--- config.mk ---
export PLATFORM = sky130hd
export DESIGN_NAME = ticket_semaphore
export DESIGN_NICKNAME = d
export VERILOG_FILES = /design/src/rtl/ticket_sem_pkg.sv /design/src/rtl/sem_reg_decode.sv /design/src/rtl/ticket_counter.sv /design/src/rtl/lock_word_reg.sv /design/src/rtl/ticket_semaphore.sv
export SDC_FILE = /design/constraint.sdc
export NUM_CORES = 1
export LEC_CHECK = 0
export ABC_AREA = 1
export CAP_MARGIN = 20
export CORE_MARGIN = 1.5
export CORE_UTILIZATION = 45
export DETAILED_ROUTE_END_ITERATION = 8
export PLACE_DENSITY = 0.77
export SLEW_MARGIN = 20
export SYNTH_ARGS = -nofsm -noshare
export SYNTH_HDL_FRONTEND = slang
export SYNTH_SLANG_ARGS = --single-unit
--- constraint.sdc ---
create_clock -name clk -period 1.3 [get_ports clk]
set_input_delay 0.26 -clock clk [delete_from_list [all_inputs] [get_ports clk]]
set_output_delay 0.26 -clock clk [all_outputs]
set_load 0.02 [all_outputs]
--- src/rtl/ticket_sem_pkg.sv ---
// Package: shared constants for the counter-ticket semaphore.
// Assumes dword-addressed register port; byte offsets divided by four.
package ticket_sem_pkg;
    localparam int unsigned TICKET_BYTE_OFF = 8;
    localparam int unsigned LOCK_BYTE_OFF   = 12;
    localparam int unsigned TICKET_DW_OFF   = TICKET_BYTE_OFF / 4;
    localparam int unsigned LOCK_DW_OFF     = LOCK_BYTE_OFF / 4;

    typedef enum logic [1:0] {
        SEL_NONE   = 2'd0,
        SEL_TICKET = 2'd1,
        SEL_LOCK   = 2'd2
    } reg_sel_e;
endpackage

--- src/rtl/sem_reg_decode.sv ---
// Module: decodes the dword offset into a register select.
// Assumes only two offsets belong to this block; the rest map to SEL_NONE.
module sem_reg_decode
    import ticket_sem_pkg::*;
#(
    parameter int unsigned OFF_W = 4
) (
    input  logic [OFF_W-1:0] off,
    output reg_sel_e         sel
);
    // Purpose: map the offset to one of the block's registers.
    always_comb begin
        if (off == OFF_W'(TICKET_DW_OFF))
            sel = SEL_TICKET;
        else if (off == OFF_W'(LOCK_DW_OFF))
            sel = SEL_LOCK;
        else
            sel = SEL_NONE;
    end
endmodule

--- src/rtl/ticket_counter.sv ---
// Module: ticket source that skips zero on wrap.
// Assumes `advance` is asserted for one cycle per consumed ticket.
module ticket_counter #(
    parameter int unsigned TICKET_W = 8
) (
    input  logic                clk,
    input  logic                rst_n,
    input  logic                advance,
    output logic [TICKET_W-1:0] ticket
);
    localparam logic [TICKET_W-1:0] T_ONE = TICKET_W'(1);
    localparam logic [TICKET_W-1:0] T_MAX = {TICKET_W{1'b1}};

    // Purpose: hold the next ticket; reset to 1, wrap from max to 1.
    always_ff @(posedge clk) begin
        if (!rst_n)
            ticket <= T_ONE;
        else if (advance)
            ticket <= (ticket == T_MAX) ? T_ONE : ticket + T_ONE;
    end
endmodule

--- src/rtl/lock_word_reg.sv ---
// Module: owner word; a nonzero value sticks until zero is written.
// Assumes `wr_en` is a decoded write strobe for the lock offset.
module lock_word_reg #(
    parameter int unsigned DATA_W = 32
) (
    input  logic              clk,
    input  logic              rst_n,
    input  logic              wr_en,
    input  logic [DATA_W-1:0] wdata,
    output logic [DATA_W-1:0] word
);
    logic is_free;
    logic is_release;

    // Purpose: classify the current state and the incoming write.
    always_comb begin
        is_free    = (word == '0);
        is_release = (wdata == '0);
    end

    // Purpose: release on zero, take only while free, else keep the owner.
    always_ff @(posedge clk) begin
        if (!rst_n)
            word <= '0;
        else if (wr_en && (is_release || is_free))
            word <= wdata;
    end
endmodule

--- src/rtl/ticket_semaphore.sv ---
// Module: counter-ticket semaphore behind a 32-bit register port.
// Assumes single-cycle strobes; read data is combinational from state.
module ticket_semaphore
    import ticket_sem_pkg::*;
#(
    parameter int unsigned DATA_W   = 32,
    parameter int unsigned TICKET_W = 8,
    parameter int unsigned OFF_W    = 4
) (
    input  logic              clk,
    input  logic              rst_n,
    input  logic [OFF_W-1:0]  reg_off,
    input  logic              reg_wr,
    input  logic [DATA_W-1:0] reg_wdata,
    input  logic              reg_rd,
    output logic [DATA_W-1:0] reg_rdata
);
    reg_sel_e            sel;
    logic [TICKET_W-1:0] ticket_q;
    logic [DATA_W-1:0]   lock_q;
    logic [DATA_W-1:0]   ticket_ext;
    logic                take_ticket;
    logic                lock_wr;

    sem_reg_decode #(.OFF_W(OFF_W)) u_dec (
        .off (reg_off),
        .sel (sel)
    );

    // Purpose: qualify strobes with the decoded register.
    always_comb begin
        take_ticket = reg_rd && (sel == SEL_TICKET);
        lock_wr     = reg_wr && (sel == SEL_LOCK);
    end

    ticket_counter #(.TICKET_W(TICKET_W)) u_ctr (
        .clk     (clk),
        .rst_n   (rst_n),
        .advance (take_ticket),
        .ticket  (ticket_q)
    );

    lock_word_reg #(.DATA_W(DATA_W)) u_lock (
        .clk   (clk),
        .rst_n (rst_n),
        .wr_en (lock_wr),
        .wdata (reg_wdata),
        .word  (lock_q)
    );

    // Zero-extend the ticket when it is narrower than the data port.
    generate
        if (TICKET_W < DATA_W) begin : g_pad
            assign ticket_ext = {{(DATA_W-TICKET_W){1'b0}}, ticket_q};
        end else begin : g_full
            assign ticket_ext = ticket_q[DATA_W-1:0];
        end
    endgenerate

    // Purpose: read multiplexer; unknown offsets return zero.
    always_comb begin
        unique case (sel)
            SEL_TICKET: reg_rdata = ticket_ext;
            SEL_LOCK:   reg_rdata = lock_q;
            default:    reg_rdata = '0;
        endcase
    end
endmodule

==> results of run 1 <==
-- per-stage QoR --
| stage | total power, mW | area (sq um) | hold WS [ns] | TNS (ns) |
|---|---|---|---|---|
| 2_1_floorplan | 1.88 | 2480 | 0.452 | -2.00 |
| 3_3_place_gp | 2.24 | 3490 | 0.460 | -46.31 |
| 3_5_place_dp | 2.25 | 3490 | 0.471 | -49.20 |
| 4_1_cts | 3.58 | 4320 | 0.423 | -8.52 |
| 5_1_grt | 3.93 | 4800 | 0.406 | -23.66 |
| 6_report | 3.83 | 4800 | 0.377 | -21.88 |
-- state kept, by name (all words and copies together), names as in the netlist --
name,count
u_ctr.ticket,8
u_lock.word,32
-- cells in the final DEF, fill, tap and decap left out, types with 14 or more instances in the layout --
| cell | synthesis | final |
|---|---|---|
| dfxtp_1 | 40 | 19 |
| nand3_2 | 1 | 20 |
| nand3_1 | 42 | 16 |
| inv_1 | 71 | 44 |
| buf_6 | 1 | 50 |
| buf_4 | 11 | 70 |
| nor2_4 | 2 | 25 |
| nor2_1 | 87 | 56 |
| nand2_1 | 68 | 52 |
| a21oi_1 | 33 | 32 |
| dfxtp_2 | 0 | 21 |
| inv_2 | 2 | 28 |
| nand2_2 | 0 | 14 |
| dlygate4sd2_1 | 0 | 27 |
-- cell type report --
type,count,area (sq um),share of cell area (%)
clock buffers,8,90.1,1.88
well taps,70,87.6,1.83
flip-flops and latches,40,827,17.2
inverters,73,277,5.76
repair buffers,171,1740,36.2
multi-input cells,259,1780,37.1
-- repair_timing --
item,4_1_cts,5_1_grt
pin swaps,19,45
hold buffers,0,0
endpoints found under the hold margin,0,0
setup buffers,47,21
endpoints found under the setup margin,71,70
resized for setup,328,120
cloned,3,1
-- cells in the mapped netlist, drive strengths merged --
cell type  number
nor2           90
nand4           3
a21oi          33
nand2          69
dfxtp          40
buf            16
nor3b           2
o21ai           5
clkbuf          3
xor2            4
inv            73
ha              1
nor3            3
nand3          45
o22ai           4
-- logic make-up after synthesis --
kind of cell / share of synthesized area (%)
compound gates: 8.90
xor+xnor: 1.45
fa+ha+maj: 0.517
buf+inv: 16.3
flops: 33.1
simple gates: 39.7
-- per-layer routing --
layer | vias to the layer above | share of wire, %
met1 | 1688 | 33
met3 | 132 | 8.8
met4 | 0 | 9.9
met5 | - | 0
met2 | 341 | 48
li1 | 1506 | -
-- worst paths after layout --
kind                                 startpoint              end  slack [ns]  cells after the start
worst max-delay path               reg_wdata[7]  u_lock.word[25]       -0.59                     13
worst min-delay path              reg_wdata[28]  u_lock.word[28]        0.38                      5
worst max register to register  u_lock.word[30]  u_lock.word[25]       -0.41                     12
worst min register to register   u_lock.word[3]   u_lock.word[3]        0.50                      2
-- critical path, delay by kind of cell --
| family | cells | cell delay, ns |
|---|---|---|
| and+or+nand+nor | 9 | 1.22 |
| buffers and inverters | 4 | 0.60 |
-- power by group through the flow --
stage	Sequential (mW)	Combinational, mW	Clock, mW
6_report	1.28	1.66	0.884
5_1_grt	1.28	1.72	0.920
4_1_cts	1.27	1.45	0.856
3_5_place_dp	1.30	0.955	0
3_3_place_gp	1.30	0.939	0
2_1_floorplan	1.29	0.581	0
==> flow_summary.yaml, run 1 <==
pwr:
  switching_share_pct: 35.3
  pwr-share-comb_pct: 43.4
  p_int_mw: 2.48
  p_clk_share_pct: 23.1
  p_switching_mw: 1.35
  sequentialPowerShare_pct: 33.5
  leakage_nw: 2.16
  vdd_drop_max_uv: 564
  power.density_mw_per_mm2: 799
route:
  viasPerCell: 5.90
  wire_per_inst_microns: 21.5
  routed_wl_mm: 13.3
  initialDrtViolationCount: 364
  vias: 3667
  drc: 0
  dr.pass1.iters: 6
  drtAntennaViolNets: 0
synthesis:
  synthCells: 391
  seq_area_frac_synth_pct: 33.1
  synth_cell_types: 27
  synth_nets: 432
  ys_ff_latch: 40
  synth_top_area_share_pct: 33.1
  avgSynthCellArea_sq_um: 6.19
  yosys.area.top_type: "dfxtp_1"
  synth.area.top_cells: "dfxtp_1, nor2_1, inv_1, nand2_1, nand3_1"
  netlist_area_sq_mm: 0.00242
  synth_warnings: 0
floorplanning:
  pin_count: 72
  initial_utilization_pct: 47.1
  num_rows: 26
  die_w_microns: 76.3
  dieHeight_microns: 76.3
  die-area_sq_mm: 0.00582
  core_sq_mm: 0.00514
worst_setup_path:
  crit_chain: "dlygate4sd2_1 -> inv_1 -> nand2_1 -> nor2_1 -> nand2_1 -> nor2_1 -> nand2_2 -> nand2_4 -> buf_12 -> buf_12 -> nand3_2 -> nand2_2 -> nor2_1"
  cpPeakStageDelay_ns: 0.25
  crit_fanout: 7
  crit_slowest_cell: "nor2_1"
  cp_common_cell: "nor2_1"
  cp.required_ns: 1.49
  end_kind: "register"
  startpoint_type: "input port"
  critPathArrivalTime_ns: 2.09
  path_class: "input port to register"
run_status:
  violations: "negative setup slack"
  outcome: "finished with violations"
final_layout:
  drive_gt1_share_pct: 52.3
  n_fill_cell: 167
  fin_util_pct: 93.4
  num_antenna_cells: 0
  syn2layout_area_growth_pct: 98.4
  instances_no_fill: 621
  final_nets: 591
clocking:
  insertion_delay_ns: 0.30
  clk_pin_slew_worst_paths_ns: 0.08
  cts_buffer_depth: 2
  clock_sinks: 40
  cts_root_buffer: "clkbuf_8"
  cts_tree: "yes"
  numCtsBuffers: 5
  htree_levels: 2
sta:
  fin_ws_ns: -0.594
  maxSlewViolCount: 0
  max_freq_ghz: 0.528
  skew_ns: 0.00721
  tightest_slew_ns: 0.297
  finalHoldViolations: 0
  setup_viol: 71
  fin_crit_ns: 1.89
  finalCritPeriodShare_pct: 146
  rsz0062_at_grt: "yes"
  max_slew_margin_pct: 80.2
global_route:
  grt_pass1_vias: 3152
  grt-busiest-layer: "met2"
  grt_pass1_wl_mm: 14.7
  grt_max_degree: 37
  antenna_found_initial: 0
  overflow: 0
  met1_usage_pct: 35.7
  use_met2_pct: 57.2
  grtUsageMet3_pct: 5.39
  track_usage_pct: 31.9
placement:
  io_buffers: 71
  dp_hpwl_mm: 4.72
  place_congestion: 0.854
  dpl_worst_slack_ns: -0.981
  dp_cells: 548
min_path:
  holdCritPathClass: "input port to register"
flow_run:
  cap_violations: 0
(Power assumes the default switching activity.)
==> inputs of run 2 (changes only) <==
--- a/config.mk
+++ b/config.mk
@@ -7,6 +7,7 @@
 export LEC_CHECK = 0
 export ABC_AREA = 1
 export CAP_MARGIN = 20
+export CORE_ASPECT_RATIO = 1.75
 export CORE_MARGIN = 1.5
 export CORE_UTILIZATION = 45
 export DETAILED_ROUTE_END_ITERATION = 8
==> run 2 against run 1 <==
Net effect:
- the flow now stops in global routing (5_1_grt)
- synthesized cell count unchanged
- area after synthesis is the same
==> flow_summary.yaml, run 2 <==
synthesis:
  netlist_area_sq_mm: 0.00242
  synth_cell_types: 27
  synth_common_cells: "nor2_1, inv_1, nand2_1, nand3_1, dfxtp_1"
  seq_area_frac_synth_pct: 33.1
  async_flop_share_pct: 0
  synth_edf_count: 0
  synth_nets: 432
  synth_warnings: 0
  synthCells: 391
  synth_top_area_share_pct: 33.1
  ys.flop_type: "dfxtp_1"
  avgSynthCellArea_sq_um: 6.19
  synth.area.top_cells: "dfxtp_1, nor2_1, inv_1, nand2_1, nand3_1"
  ys_ff_latch: 40
  yosys.area.top_type: "dfxtp_1"
  synth.most_common_cell: "nor2_1"
clocking:
  holdBufCountCts: 0
  clock_sinks: 40
  htree_levels: 2
  numCtsBuffers: 5
  cts_buffer_depth: 2
  cts_root_buffer: "clkbuf_8"
floorplanning:
  dieHeight_microns: 100
  initial_utilization_pct: 46.4
  pin_count: 72
  num_rows: 35
  die_w_microns: 58.4
run_status:
  toolErrorMsg: "[ERROR DPL-0038] Utilization greater than 100%, impossible to legalize"
  outcome: "did not finish"
  stop_stage: "global routing (5_1_grt)"
placement:
  place_congestion: 0.920
  place_area_sq_mm: 0.00359
  dp_cells: 546
  io_buffers: 71
  dp_hpwl_mm: 5.02
  dpl_worst_slack_ns: -0.912
sta:
  worstEpCategory: "sequential cell input"
  crit_endpoint: "u_lock.word[22]$_SDFFE_PN0P_/D"
global_route:
  grt_max_degree: 33
[run 2: timing repair]
| action | in CTS |
|---|---|
| pin swaps | 28 |
| resized for setup | 374 |
| cloned | 6 |
| setup buffers | 56 |
| setup endpoints to repair | 71 |
[run 2: kinds of logic after synthesis]
group	count (synthesis)	share of synthesized area, %
and+or+nand+nor	212	39.7
buffers and inverters	92	16.3
AOI/OAI and AO/OA	42	8.90
DFF	40	33.1
xor gates and xnor gates	4	1.45
adders and majority gates	1	0.517
[run 2: stage by stage]
step	utilization [%]	setup TNS (ns)	hold slack, ns
CTS	89.4	-7.06	0.442
detailed placement	68.9	-52.52	0.471
floorplan	-	-2.00	0.452
global placement	68.9	-50.69	0.462
==> inputs of run 3 (changes only) <==
--- a/config.mk
+++ b/config.mk
@@ -7,11 +7,10 @@
 export LEC_CHECK = 0
 export ABC_AREA = 1
 export CAP_MARGIN = 20
-export CORE_ASPECT_RATIO = 1.75
 export CORE_MARGIN = 1.5
-export CORE_UTILIZATION = 45
+export CORE_UTILIZATION = 30
 export DETAILED_ROUTE_END_ITERATION = 8
-export PLACE_DENSITY = 0.77
+export PLACE_DENSITY_LB_ADDON = 0.15
 export SLEW_MARGIN = 20
 export SYNTH_ARGS = -nofsm -noshare
 export SYNTH_HDL_FRONTEND = slang
==> run 3 against run 2 <==
Net effect:
- the flow now finishes, with violations (negative setup slack)
==> flow_summary.yaml, run 3 (same netlist as run 1, synthesis figures left out) <==
final_layout:
  n_fill_cell: 678
  largest_registers: "u_lock.word (32), u_ctr.ticket (8)"
  final_common_cell: "buf_4"
  final_nets: 585
  largest_reg_flops: 32
  top_register: "u_lock.word"
  drive_gt1_share_pct: 45.9
  mostFrequentLayoutCells: "buf_4, nand2_1, nor2_1"
  syn2layout_area_growth_pct: 91.7
  num_antenna_cells: 0
clocking:
  cts_tree: "yes"
  cts_root_buffer: "clkbuf_8"
  clk_pin_slew_worst_paths_ns: 0.07
  insertion_delay_ns: 0.29
  holdBufCountCts: 0
  htree_levels: 2
  numCtsBuffers: 5
  clock_sinks: 40
  cts_buffer_depth: 2
worst_setup_path:
  critPathArrivalTime_ns: 1.65
  cpPeakStageDelay_ns: 0.33
  crit_fanout: 8
  crit_slowest_cell: "dfxtp_2"
  cp.required_ns: 1.48
  reg2reg_depth: 12
  path_class: "register to register"
  crit_chain: "inv_2 -> nand2_1 -> nor2_1 -> nand2_1 -> nor2_1 -> nand2_1 -> nand2_4 -> buf_12 -> buf_8 -> nand3_4 -> nand2_2 -> nor2_1"
  startpoint_type: "register"
  end_kind: "register"
floorplanning:
  core_sq_mm: 0.00777
  pin_count: 72
  num_rows: 32
  die_w_microns: 92.8
  initial_utilization_pct: 31.1
  die-area_sq_mm: 0.00861
  dieHeight_microns: 92.8
placement:
  place_congestion: 0.798
  io_buffers: 71
  dp_hpwl_mm: 4.90
sta:
  fin_crit_ns: 1.46
  finalCritPeriodShare_pct: 113
  fin_ws_ns: -0.163
  skew_ns: 0.00487
  max_slew_margin_pct: 87.4
  setup_viol: 60
  finalHoldViolations: 0
  rsz0062_at_grt: "yes"
  maxSlewViolCount: 0
  setup_tns_ns: -6.22
  tightest_slew_ns: 0.189
  max_freq_ghz: 0.684
route:
  dr.pass1.iters: 4
  vias: 2857
  wire_per_inst_microns: 11.9
  viasPerCell: 4.42
  initialDrtViolationCount: 80
  drtAntennaViolNets: 0
  routed_wl_mm: 7.73
  drc: 0
global_route:
  grt_pass1_vias: 2747
  overflow: 0
  grt_pass1_wl_mm: 12.7
  antenna_found_initial: 0
  track_usage_pct: 18.2
  grt_max_degree: 33
run_status:
  violations: "negative setup slack"
  outcome: "finished with violations"
min_path:
  holdCritPathClass: "input port to register"
  min_path_cells: 5
pwr:
  leakage_nw: 2.09
  vdd_drop_max_uv: 636
  power.density_mw_per_mm2: 749
  fin_total_pwr_mw: 3.47
flow_run:
  cap_violations: 0
run 3: worst paths after layout:
kind	start	end	slack, ns
hold reg to reg	u_lock.word[17]	u_lock.word[17]	0.47
setup / recovery	u_lock.word[17]	u_lock.word[21]	-0.16
hold / removal	reg_wdata[30]	u_lock.word[30]	0.35
setup reg to reg	u_lock.word[17]	u_lock.word[21]	-0.16
run 3: per-stage QoR:
step / hold slack [ns] / area (sq um) / setup slack, ns / cells / util (%)
6_report: 0.347 / 4640 / -0.163 / 647 / 59.7
3_5_place_dp: 0.468 / 3610 / -0.956 / 589 / 46.4
2_1_floorplan: 0.452 / 2480 / -0.0795 / 391 / -
4_1_cts: 0.418 / 4430 / -0.141 / 641 / 57.0
3_3_place_gp: 0.461 / 3610 / -0.956 / 589 / 46.4
5_1_grt: 0.427 / 4640 / -0.283 / 647 / 59.7
run 3: power by group:
group	internal (mW)	switching, mW
clock network	0.433	0.413
registers	1.25	0.0209
logic	0.668	0.682
total	2.36	1.12
run 3: worst max-delay path: cells and delay by family, from the launching register on:
| family | cells | cell delay [ns] |
|---|---|---|
| buffers and inverters | 3 | 0.31 |
| flip-flops | 1 | 0.33 |
| AND/OR/NAND/NOR | 9 | 0.73 |
run 3: layout make-up:
class	instances	area (sq um)	area share (%)
Multi-Input combinational cell	259	1660	35.9
Tap cell	102	128	2.75
Timing Repair Buffer	165	1660	35.8
Sequential cell	40	823	17.8
Inverter	73	274	5.91
Clock buffer	8	90.1	1.94
run 3: timing repair:
item                                    in CTS  in global routing
endpoints found under the setup margin      72                 69
gates resized for setup                    344                 54
pin swaps                                   26                 24
buffers inserted                            40                  8
gates cloned                                 4                  1
run 3: routing by layer:
layer / global-route usage, % / routed length, microns
met1: 23.9 / 3470
met2: 30.6 / 3800
met3: 3.37 / 335
met4: 4.55 / 124
met5: 0 / 0
